[src/rtl/pair_ldst_pkg.sv]
package pair_ldst_pkg;

  localparam int unsigned WORD_W = 32;
  localparam int unsigned RIDX_W = 4;
  localparam logic [3:0]  OP_PAIR_LOAD  = 4'hD;
  localparam logic [3:0]  OP_PAIR_STORE = 4'hE;
  localparam logic [RIDX_W-1:0] IDX_PC = 4'd15;
  localparam logic [RIDX_W-1:0] IDX_LR = 4'd14;

  typedef enum logic [1:0] {
    VERD_GO    = 2'd0,
    VERD_UNDEF = 2'd1,
    VERD_ALIGN = 2'd2
  } verdict_e;

  typedef enum logic [2:0] {
    ST_IDLE   = 3'd0,
    ST_BEAT0  = 3'd1,
    ST_BEAT1  = 3'd2,
    ST_HOLD   = 3'd3,
    ST_COMMIT = 3'd4
  } seq_state_e;

  typedef struct packed {
    logic              is_load;
    logic              base_wb;
    logic [RIDX_W-1:0] rn;
    logic [RIDX_W-1:0] rt;
    logic [WORD_W-1:0] ea;
    logic [WORD_W-1:0] sum;
  } pair_req_t;

endpackage

[src/rtl/pair_rst_sync.sv]
module pair_rst_sync (
  input  logic clk,
  input  logic rst_n,
  output logic rst_n_sync
);
  logic [1:0] sync_q;

  always_ff @(posedge clk or negedge rst_n) begin
    if (!rst_n) sync_q <= 2'b00;
    else        sync_q <= {sync_q[0], 1'b1};
  end

  assign rst_n_sync = sync_q[1];
endmodule

[src/rtl/pair_decode.sv]
module pair_decode
  import pair_ldst_pkg::*;
#(
  parameter int unsigned ALIGN_BITS = 3
) (
  input  logic [WORD_W-1:0] instr_i,
  input  logic [WORD_W-1:0] base_val_i,
  input  logic [WORD_W-1:0] offs_val_i,
  output verdict_e          verdict_o,
  output pair_req_t         req_o
);
  logic              op_load, op_store;
  logic              f_wb, f_imm, f_up, f_pre;
  logic [RIDX_W-1:0] rn, rt, rt_hi;
  logic [WORD_W-1:0] offset, sum, ea;
  logic              base_wb, overlap, misaligned, bad_pair;
  logic              unused_fields;

  assign op_load  = (instr_i[7:4] == OP_PAIR_LOAD);
  assign op_store = (instr_i[7:4] == OP_PAIR_STORE);
  assign f_wb     = instr_i[21];
  assign f_imm    = instr_i[22];
  assign f_up     = instr_i[23];
  assign f_pre    = instr_i[24];
  assign rn       = instr_i[19:16];
  assign rt       = instr_i[15:12];
  assign rt_hi    = rt + RIDX_W'(1);
  assign unused_fields = ^{instr_i[31:25], instr_i[20]};

  // Address generation
  assign offset  = f_imm ? {{(WORD_W-8){1'b0}}, instr_i[11:8], instr_i[3:0]} : offs_val_i;
  assign sum     = f_up ? (base_val_i + offset) : (base_val_i - offset);
  assign ea      = f_pre ? sum : base_val_i;
  assign base_wb = !f_pre || f_wb;

  assign misaligned = |ea[ALIGN_BITS-1:0];
  assign overlap    = base_wb && ((rn == rt) || (rn == rt_hi));
  assign bad_pair   = rt[0] || (op_load && (rt == IDX_LR));

  // Legality, in priority order
  always_comb begin
    if (!op_load && !op_store)        verdict_o = VERD_UNDEF;
    else if (f_wb && !f_pre)          verdict_o = VERD_UNDEF;
    else if (op_store && rn == IDX_PC) verdict_o = VERD_UNDEF;
    else if (bad_pair)                verdict_o = VERD_UNDEF;
    else if (misaligned)              verdict_o = VERD_ALIGN;
    else if (overlap)                 verdict_o = VERD_UNDEF;
    else                              verdict_o = VERD_GO;
  end

  assign req_o = '{is_load: op_load, base_wb: base_wb, rn: rn, rt: rt, ea: ea, sum: sum};
endmodule

[src/rtl/pair_beat_seq.sv]
module pair_beat_seq
  import pair_ldst_pkg::*;
#(
  parameter int unsigned ALIGN_BITS       = 3,
  parameter int unsigned LOAD_TAIL_CYCLES = 2
) (
  input  logic              clk,
  input  logic              rst_n,
  input  logic              start_i,
  input  verdict_e          verdict_i,
  input  pair_req_t         req_i,
  input  logic [WORD_W-1:0] src_lo_i,
  input  logic [WORD_W-1:0] src_hi_i,
  input  logic              mem_ready_i,
  input  logic              mem_abort_i,
  input  logic [WORD_W-1:0] mem_rdata_i,
  output logic              mem_req_o,
  output logic              mem_we_o,
  output logic [WORD_W-1:0] mem_addr_o,
  output logic [WORD_W-1:0] mem_wdata_o,
  output logic              busy_o,
  output logic              undef_o,
  output logic              dabort_o,
  output logic              commit_o,
  output pair_req_t         req_o,
  output logic [WORD_W-1:0] data_lo_o,
  output logic [WORD_W-1:0] data_hi_o
);
  localparam bit          HAS_TAIL = (LOAD_TAIL_CYCLES > 0);
  localparam int unsigned CNT_W    = (LOAD_TAIL_CYCLES > 1) ? $clog2(LOAD_TAIL_CYCLES) : 1;
  localparam logic [CNT_W-1:0] TAIL_LAST =
    CNT_W'((LOAD_TAIL_CYCLES > 0) ? (LOAD_TAIL_CYCLES - 1) : 0);

  seq_state_e        state_q, state_d;
  logic [CNT_W-1:0]  cnt_q, cnt_d;
  logic              undef_q, undef_d, dabort_q, dabort_d;
  pair_req_t         req_q;
  logic [WORD_W-1:0] lo_q, lo_d, hi_q, hi_d;
  logic              req_en, lo_en, hi_en;
  seq_state_e        after_last;

  assign after_last = (req_q.is_load && HAS_TAIL) ? ST_HOLD : ST_COMMIT;

  // Next-state logic
  always_comb begin
    state_d  = state_q;
    cnt_d    = cnt_q;
    undef_d  = 1'b0;
    dabort_d = 1'b0;
    req_en   = 1'b0;
    lo_en    = 1'b0;
    hi_en    = 1'b0;
    lo_d     = lo_q;
    hi_d     = hi_q;
    unique case (state_q)
      ST_IDLE: begin
        if (start_i) begin
          unique case (verdict_i)
            VERD_GO: begin
              state_d = ST_BEAT0;
              req_en  = 1'b1;
              lo_en   = 1'b1;
              hi_en   = 1'b1;
              lo_d    = src_lo_i;
              hi_d    = src_hi_i;
            end
            VERD_UNDEF: undef_d  = 1'b1;
            default:    dabort_d = 1'b1;
          endcase
        end
      end
      ST_BEAT0: begin
        if (mem_ready_i) begin
          if (mem_abort_i) begin
            state_d  = ST_IDLE;
            dabort_d = 1'b1;
          end else begin
            state_d = ST_BEAT1;
            lo_en   = req_q.is_load;
            lo_d    = mem_rdata_i;
          end
        end
      end
      ST_BEAT1: begin
        if (mem_ready_i) begin
          if (mem_abort_i) begin
            state_d  = ST_IDLE;
            dabort_d = 1'b1;
          end else begin
            state_d = after_last;
            cnt_d   = '0;
            hi_en   = req_q.is_load;
            hi_d    = mem_rdata_i;
          end
        end
      end
      ST_HOLD: begin
        cnt_d = cnt_q + CNT_W'(1);
        if (cnt_q == TAIL_LAST) state_d = ST_COMMIT;
      end
      ST_COMMIT: state_d = ST_IDLE;
      default:   state_d = ST_IDLE;
    endcase
  end

  // Control registers
  always_ff @(posedge clk or negedge rst_n) begin
    if (!rst_n) begin
      state_q  <= ST_IDLE;
      cnt_q    <= '0;
      undef_q  <= 1'b0;
      dabort_q <= 1'b0;
    end else begin
      state_q  <= state_d;
      cnt_q    <= cnt_d;
      undef_q  <= undef_d;
      dabort_q <= dabort_d;
    end
  end

  // Datapath registers with explicit enables
  always_ff @(posedge clk) begin
    if (req_en) req_q <= req_i;
    if (lo_en)  lo_q  <= lo_d;
    if (hi_en)  hi_q  <= hi_d;
  end

  assign mem_req_o   = (state_q == ST_BEAT0) || (state_q == ST_BEAT1);
  assign mem_we_o    = !req_q.is_load;
  assign mem_addr_o  = (state_q == ST_BEAT1) ? (req_q.ea + WORD_W'(4)) : req_q.ea;
  assign mem_wdata_o = (state_q == ST_BEAT1) ? hi_q : lo_q;
  assign busy_o      = (state_q != ST_IDLE);
  assign undef_o     = undef_q;
  assign dabort_o    = dabort_q;
  assign commit_o    = (state_q == ST_COMMIT);
  assign req_o       = req_q;
  assign data_lo_o   = lo_q;
  assign data_hi_o   = hi_q;

  // a stalled request keeps its beat unchanged
  a_r7_hold_request: assert property (@(posedge clk) disable iff (!rst_n)
    (mem_req_o && !mem_ready_i) |=> (mem_req_o && $stable(mem_addr_o)
                                     && $stable(mem_we_o) && $stable(mem_wdata_o)));

  // second beat sits four bytes above the first
  a_r7_second_beat_addr: assert property (@(posedge clk) disable iff (!rst_n)
    (state_q == ST_BEAT1 && $past(state_q) == ST_BEAT0)
      |-> (mem_addr_o == $past(mem_addr_o) + WORD_W'(4)));

  // no beat is ever issued to a misaligned pair address
  a_r5_aligned_beat: assert property (@(posedge clk) disable iff (!rst_n)
    (state_q == ST_BEAT0) |-> (mem_addr_o[ALIGN_BITS-1:0] == '0));

  // an idle start always produces busy or an immediate outcome
  a_r11_start_answered: assert property (@(posedge clk) disable iff (!rst_n)
    (start_i && !busy_o) |=> (busy_o || undef_o || dabort_o));

  // outcomes are mutually exclusive
  a_r11_one_outcome: assert property (@(posedge clk) disable iff (!rst_n)
    $onehot0({undef_o, dabort_o, commit_o}));
endmodule

[src/rtl/pair_commit.sv]
module pair_commit
  import pair_ldst_pkg::*;
(
  input  logic              commit_i,
  input  pair_req_t         req_i,
  input  logic [WORD_W-1:0] data_lo_i,
  input  logic [WORD_W-1:0] data_hi_i,
  output logic              done_o,
  output logic              rf_we_lo_o,
  output logic [RIDX_W-1:0] rf_waddr_lo_o,
  output logic [WORD_W-1:0] rf_wdata_lo_o,
  output logic              rf_we_hi_o,
  output logic [RIDX_W-1:0] rf_waddr_hi_o,
  output logic [WORD_W-1:0] rf_wdata_hi_o,
  output logic              base_we_o,
  output logic [RIDX_W-1:0] base_waddr_o,
  output logic [WORD_W-1:0] base_wdata_o
);
  logic unused_ea;
  assign unused_ea = ^req_i.ea;

  assign done_o        = commit_i;
  assign rf_we_lo_o    = commit_i && req_i.is_load;
  assign rf_we_hi_o    = commit_i && req_i.is_load;
  assign rf_waddr_lo_o = req_i.rt;
  assign rf_waddr_hi_o = req_i.rt + RIDX_W'(1);
  assign rf_wdata_lo_o = data_lo_i;
  assign rf_wdata_hi_o = data_hi_i;
  assign base_we_o     = commit_i && req_i.base_wb;
  assign base_waddr_o  = req_i.rn;
  assign base_wdata_o  = req_i.sum;
endmodule

[src/rtl/pair_ldst_unit.sv]
module pair_ldst_unit
  import pair_ldst_pkg::*;
#(
  parameter int unsigned ALIGN_BITS       = 3,
  parameter int unsigned LOAD_TAIL_CYCLES = 2
) (
  input  logic        clk,
  input  logic        rst_n,
  input  logic        start_i,
  input  logic [31:0] instr_i,
  input  logic [31:0] base_val_i,
  input  logic [31:0] offs_val_i,
  input  logic [31:0] src_lo_i,
  input  logic [31:0] src_hi_i,
  input  logic        mem_ready_i,
  input  logic        mem_abort_i,
  input  logic [31:0] mem_rdata_i,
  output logic        mem_req_o,
  output logic        mem_we_o,
  output logic [31:0] mem_addr_o,
  output logic [31:0] mem_wdata_o,
  output logic        busy_o,
  output logic        done_o,
  output logic        undef_o,
  output logic        dabort_o,
  output logic        rf_we_lo_o,
  output logic [3:0]  rf_waddr_lo_o,
  output logic [31:0] rf_wdata_lo_o,
  output logic        rf_we_hi_o,
  output logic [3:0]  rf_waddr_hi_o,
  output logic [31:0] rf_wdata_hi_o,
  output logic        base_we_o,
  output logic [3:0]  base_waddr_o,
  output logic [31:0] base_wdata_o
);
  logic              rst_q_n;
  verdict_e          verdict;
  pair_req_t         dec_req, held_req;
  logic              commit;
  logic [WORD_W-1:0] data_lo, data_hi;

  pair_rst_sync u_rst (.clk(clk), .rst_n(rst_n), .rst_n_sync(rst_q_n));

  pair_decode #(.ALIGN_BITS(ALIGN_BITS)) u_dec (
    .instr_i(instr_i), .base_val_i(base_val_i), .offs_val_i(offs_val_i),
    .verdict_o(verdict), .req_o(dec_req)
  );

  pair_beat_seq #(.ALIGN_BITS(ALIGN_BITS), .LOAD_TAIL_CYCLES(LOAD_TAIL_CYCLES)) u_seq (
    .clk(clk), .rst_n(rst_q_n), .start_i(start_i), .verdict_i(verdict), .req_i(dec_req),
    .src_lo_i(src_lo_i), .src_hi_i(src_hi_i),
    .mem_ready_i(mem_ready_i), .mem_abort_i(mem_abort_i), .mem_rdata_i(mem_rdata_i),
    .mem_req_o(mem_req_o), .mem_we_o(mem_we_o), .mem_addr_o(mem_addr_o),
    .mem_wdata_o(mem_wdata_o), .busy_o(busy_o), .undef_o(undef_o), .dabort_o(dabort_o),
    .commit_o(commit), .req_o(held_req), .data_lo_o(data_lo), .data_hi_o(data_hi)
  );

  pair_commit u_commit (
    .commit_i(commit), .req_i(held_req), .data_lo_i(data_lo), .data_hi_i(data_hi),
    .done_o(done_o),
    .rf_we_lo_o(rf_we_lo_o), .rf_waddr_lo_o(rf_waddr_lo_o), .rf_wdata_lo_o(rf_wdata_lo_o),
    .rf_we_hi_o(rf_we_hi_o), .rf_waddr_hi_o(rf_waddr_hi_o), .rf_wdata_hi_o(rf_wdata_hi_o),
    .base_we_o(base_we_o), .base_waddr_o(base_waddr_o), .base_wdata_o(base_wdata_o)
  );

  // a faulted operation never writes registers
  a_r8_no_write_on_abort: assert property (@(posedge clk) disable iff (!rst_q_n)
    dabort_o |-> (!rf_we_lo_o && !rf_we_hi_o && !base_we_o));

  // register and base writes only in the done cycle
  a_r9_writes_in_done: assert property (@(posedge clk) disable iff (!rst_q_n)
    (rf_we_lo_o || rf_we_hi_o || base_we_o) |-> (done_o && busy_o));

  // undefined outcome leaves the unit idle
  a_r11_undef_idle: assert property (@(posedge clk) disable iff (!rst_q_n)
    undef_o |-> (!busy_o && !mem_req_o));
endmodule

[config.mk]
export PLATFORM = sky130hd
export DESIGN_NAME = pair_ldst_unit
export DESIGN_NICKNAME = d
export VERILOG_FILES = /design/src/rtl/pair_ldst_pkg.sv /design/src/rtl/pair_rst_sync.sv /design/src/rtl/pair_decode.sv /design/src/rtl/pair_beat_seq.sv /design/src/rtl/pair_commit.sv /design/src/rtl/pair_ldst_unit.sv
export SDC_FILE = /design/constraint.sdc
export NUM_CORES = 1
export LEC_CHECK = 0
export BUFFER_PORTS_ARGS = -buffer_cell sky130_fd_sc_hd__buf_4
export CAP_MARGIN = 25
export CORE_AREA = 2 2 148 150
export CTS_CLUSTER_SIZE = 12
export DETAILED_ROUTE_END_ITERATION = 16
export DIE_AREA = 0 0 150 152
export PLACE_DENSITY = 0.84
export REMOVE_ABC_BUFFERS = 1
export SLEW_MARGIN = 15
export SYNTH_ARGS = -nofsm -noshare
export SYNTH_HDL_FRONTEND = slang
export SYNTH_SLANG_ARGS = --single-unit
[constraint.sdc]
create_clock -name clk -period 2.8 [get_ports clk]
set_input_delay 0.14 -clock clk [delete_from_list [all_inputs] [get_ports clk]]
set_output_delay 0.14 -clock clk [all_outputs]
set_load 0.02 [all_outputs]
==> flow_summary.yaml <==
worst_setup_path:
  rr_startpoint: "u_seq.state_q[0]"
  worst_setup_path_start_kind: "primary input"
  crit_fanout: 5
  crit_arrival_ns: 3.77
  startpoint: "offs_val_i[7]"
  required_ns: 3.00
  critical_path_class: "primary input to flip-flop"
  cp-end-kind: "flip-flop"
die:
  die_h_um: 152
  fp.coreArea_um2: 21400
  dieArea_um2: 22800
  rows: 54
  start_util: 0.475
  ios: 378
  die_w_um: 150
global_routing:
  grt_pass1_vias: 9713
  overflow: 0
  grt_pass1_wl_um: 54300
  gr-usage-all-layers: 0.311
  grt_start_max_net_pins: 71
  antenna_found_initial: 10
sta:
  worst_slew_pin_slew_ns: 0.632
  hold_violations: 0
  fin_crit_ns: 3.58
  slew_violations: 0
  clock-skew-final_ns: 0.0172
  rsz0062_at_grt: "true"
  finalSetupViolCount: 44
  max_freq_mhz: 280
  maxSlewHeadroom: 0.575
  post-route-period-util: 1.28
  setup_slack_ns: -0.777
synth:
  syn_inst: 937
  synth_edf_count: 138
  yosysWarnings: 0
  syn-cell-area_um2: 10100
  yosysTopAreaCellShare: 0.409
  avgSynthCellArea_um2: 10.8
  yosys.area.top_type: "edfxtp_1"
  async_reset_ff_frac: 0.0548
  yosys-top-cells-area: "edfxtp_1 (41%), mux2_2 (14%), xnor2_1 (4.7%)"
  synth.distinct_cells: 77
  ys_ff_latch: 146
  synth_ff_type: "edfxtp_1"
  ys_seq_area_frac: 0.428
layout:
  final_layout_size_suffix_gt1_frac: 0.603
  areaGrowthSynthToFinish_pct: 59.9
  final_cell_mix: "buf_4 (579), edfxtp_1 (138), mux2_2 (114), nor2_1 (57), xnor2_1 (46)"
  design_area_um2: 16200
  final_common_cell: "buf_4"
  finalNetCount: 1725
clock_tree:
  numCtsBuffers: 17
  ctsLongestPathBuffers: 2
  htreeDepth: 4
  worstSkewPairLatency_ns: 0.44
  cts.sinks: 146
  cts_tree: "built"
  root_buffer: "clkbuf_16"
  clkSlewWorstSetupHoldPaths_ns: 0.08
placed_design:
  globalplace.congestion: 0.929
  portBuffers: 369
  placed_area_um2: 14300
  dpl.hpwl_um: 27500
  place_ws_ns: -1.25
hold_path:
  worstHoldStart: "src_hi_i[5]"
  hp-class: "primary input to flip-flop"
routing:
  avgRoutedWirePerCell_um: 22.2
  vias: 10240
  viasPerCell: 5.71
  drc_errors: 0
  drt_pass1_iterations: 5
  routed_wl_um: 39800
  drt_iter0_markers: 911
  drtAntennaViolNets: 0
power:
  p_leak_nw: 6.83
  ir_drop_mv: 0.318
  power.density_nw_per_um2: 519
outcome:
  violations: "setup timing"
  outcome: "complete, but fails checks"
flow_run:
  maxCapViolations: 0
report_power, final:
| part | internal [mW] | total [mW] | switching, mW | leakage [nW] |
|---|---|---|---|---|
| clock | 1.18 | 2.23 | 1.05 | 0.282 |
| sequential | 2.57 | 2.63 | 0.0571 | 1.34 |
| combinational | 1.81 | 3.55 | 1.74 | 5.20 |
| total | 5.57 | 8.41 | 2.84 | 6.83 |
Yosys cell counts, drive strengths merged, types with 6 or more instances:
| cell | n |
|---|---|
| edfxtp | 138 |
| mux2 | 126 |
| nor2 | 73 |
| a21oi | 62 |
| buf | 57 |
| xnor2 | 54 |
| nand2 | 50 |
| ha | 36 |
| nor3 | 33 |
| nand3 | 32 |
| o21ai | 32 |
| inv | 28 |
| xor2 | 28 |
| clkbuf | 20 |
| nand4 | 11 |
| a31oi | 10 |
| mux2i | 10 |
| nor4 | 9 |
| a21o | 8 |
| dfrtp | 8 |
| a311oi | 7 |
| and3 | 7 |
| and4 | 7 |
| nor3b | 7 |
| o31ai | 7 |
| a211oi | 6 |
| o21a | 6 |
| o21bai | 6 |
kinds of logic (layout without fill, tap and decap cells):
logic type / count (synthesis) / after routing / share of synthesized area
fa+ha+maj: 37 / 37 / 0.0464
compound gates: 174 / 174 / 0.117
other cells: 1 / 10 / 0.000370
simple gates: 256 / 256 / 0.130
mux: 136 / 136 / 0.150
xor+xnor: 82 / 82 / 0.0708
flops: 146 / 146 / 0.428
buf+inv: 105 / 672 / 0.0565
timing repair:
| item | in CTS | in global routing |
|---|---|---|
| endpoints found under the setup margin | 145 | 202 |
| resized for setup | 91 | 100 |
| gates cloned | 1 | 0 |
| pin swaps | 45 | 50 |
| hold buffers | 11 | 0 |
| endpoints found under the hold margin | 13 | 0 |
| buffers inserted | 16 | 22 |
final timing paths:
path                                      end  slack (ns)  cells after the start
max in group asynchronous    u_seq.state_q[1]        2.43                      0
min in group asynchronous     u_rst.sync_q[0]        0.04                      2
setup reg to reg           u_seq.data_lo_o[1]        0.69                      6
setup / recovery              u_seq.req_o[63]       -0.78                     18
hold reg to reg                u_seq.dabort_o        0.12                      0
hold / removal             u_seq.data_hi_o[5]        0.01                      2
metrics by stage:
stage | setup TNS, ns | hold slack (ns) | std cells | util | power (mW)
floorplan | -399.93 | -0.156 | 860 | - | 4.31
global placement | -65.96 | -0.0762 | 1702 | 0.671 | 5.51
detailed placement | -82.69 | -0.0736 | 1702 | 0.671 | 5.57
CTS | -12.83 | 0.00391 | 1762 | 0.728 | 8.00
global route | -27.64 | 0.00217 | 1793 | 0.759 | 8.70
finish | -22.86 | 0.0125 | 1793 | 0.759 | 8.41
routing by layer:
metal	global-route usage	share of wire
met5	0	0
met4	0.176	0.064
met3	0.0700	0.085
met2	0.526	0.50
met1	0.361	0.35
flip-flops by register name, summed over array words and instances (netlist names):
register	flops
u_rst.sync_q	2
u_seq.req_o	74
u_seq.cnt_q	1
u_seq.dabort_o	1
u_seq.data_hi_o	32
u_seq.state_q	3
u_seq.undef_o	1
u_seq.data_lo_o	32
layout make-up:
cell class	instances	area [um2]
Fill cell	1327	5140
Inverter	28	105
Timing Repair Buffer	612	4790
Sequential cell	146	4350
Multi-Input combinational cell	686	6040
Tap cell	280	350
Antenna cell	9	22.5
Clock inverter	15	141
Clock buffer	17	425
worst max-delay path: stages:
cell	delay, ns
buf_6	0.09
or3_4	0.38
or3_4	0.34
buf_4	0.15
a21oi_4	0.18
a21oi_1	0.10
a311oi_2	0.28
ha_1	0.32
buf_4	0.18
nand2_1	0.17
buf_4	0.18
nor2_4	0.05
nor4_2	0.43
a21oi_2	0.12
nand3_4	0.16
or4_1	0.14
nand4b_1	0.10
a211o_1	0.27
Power figures use the tool's default switching activity.
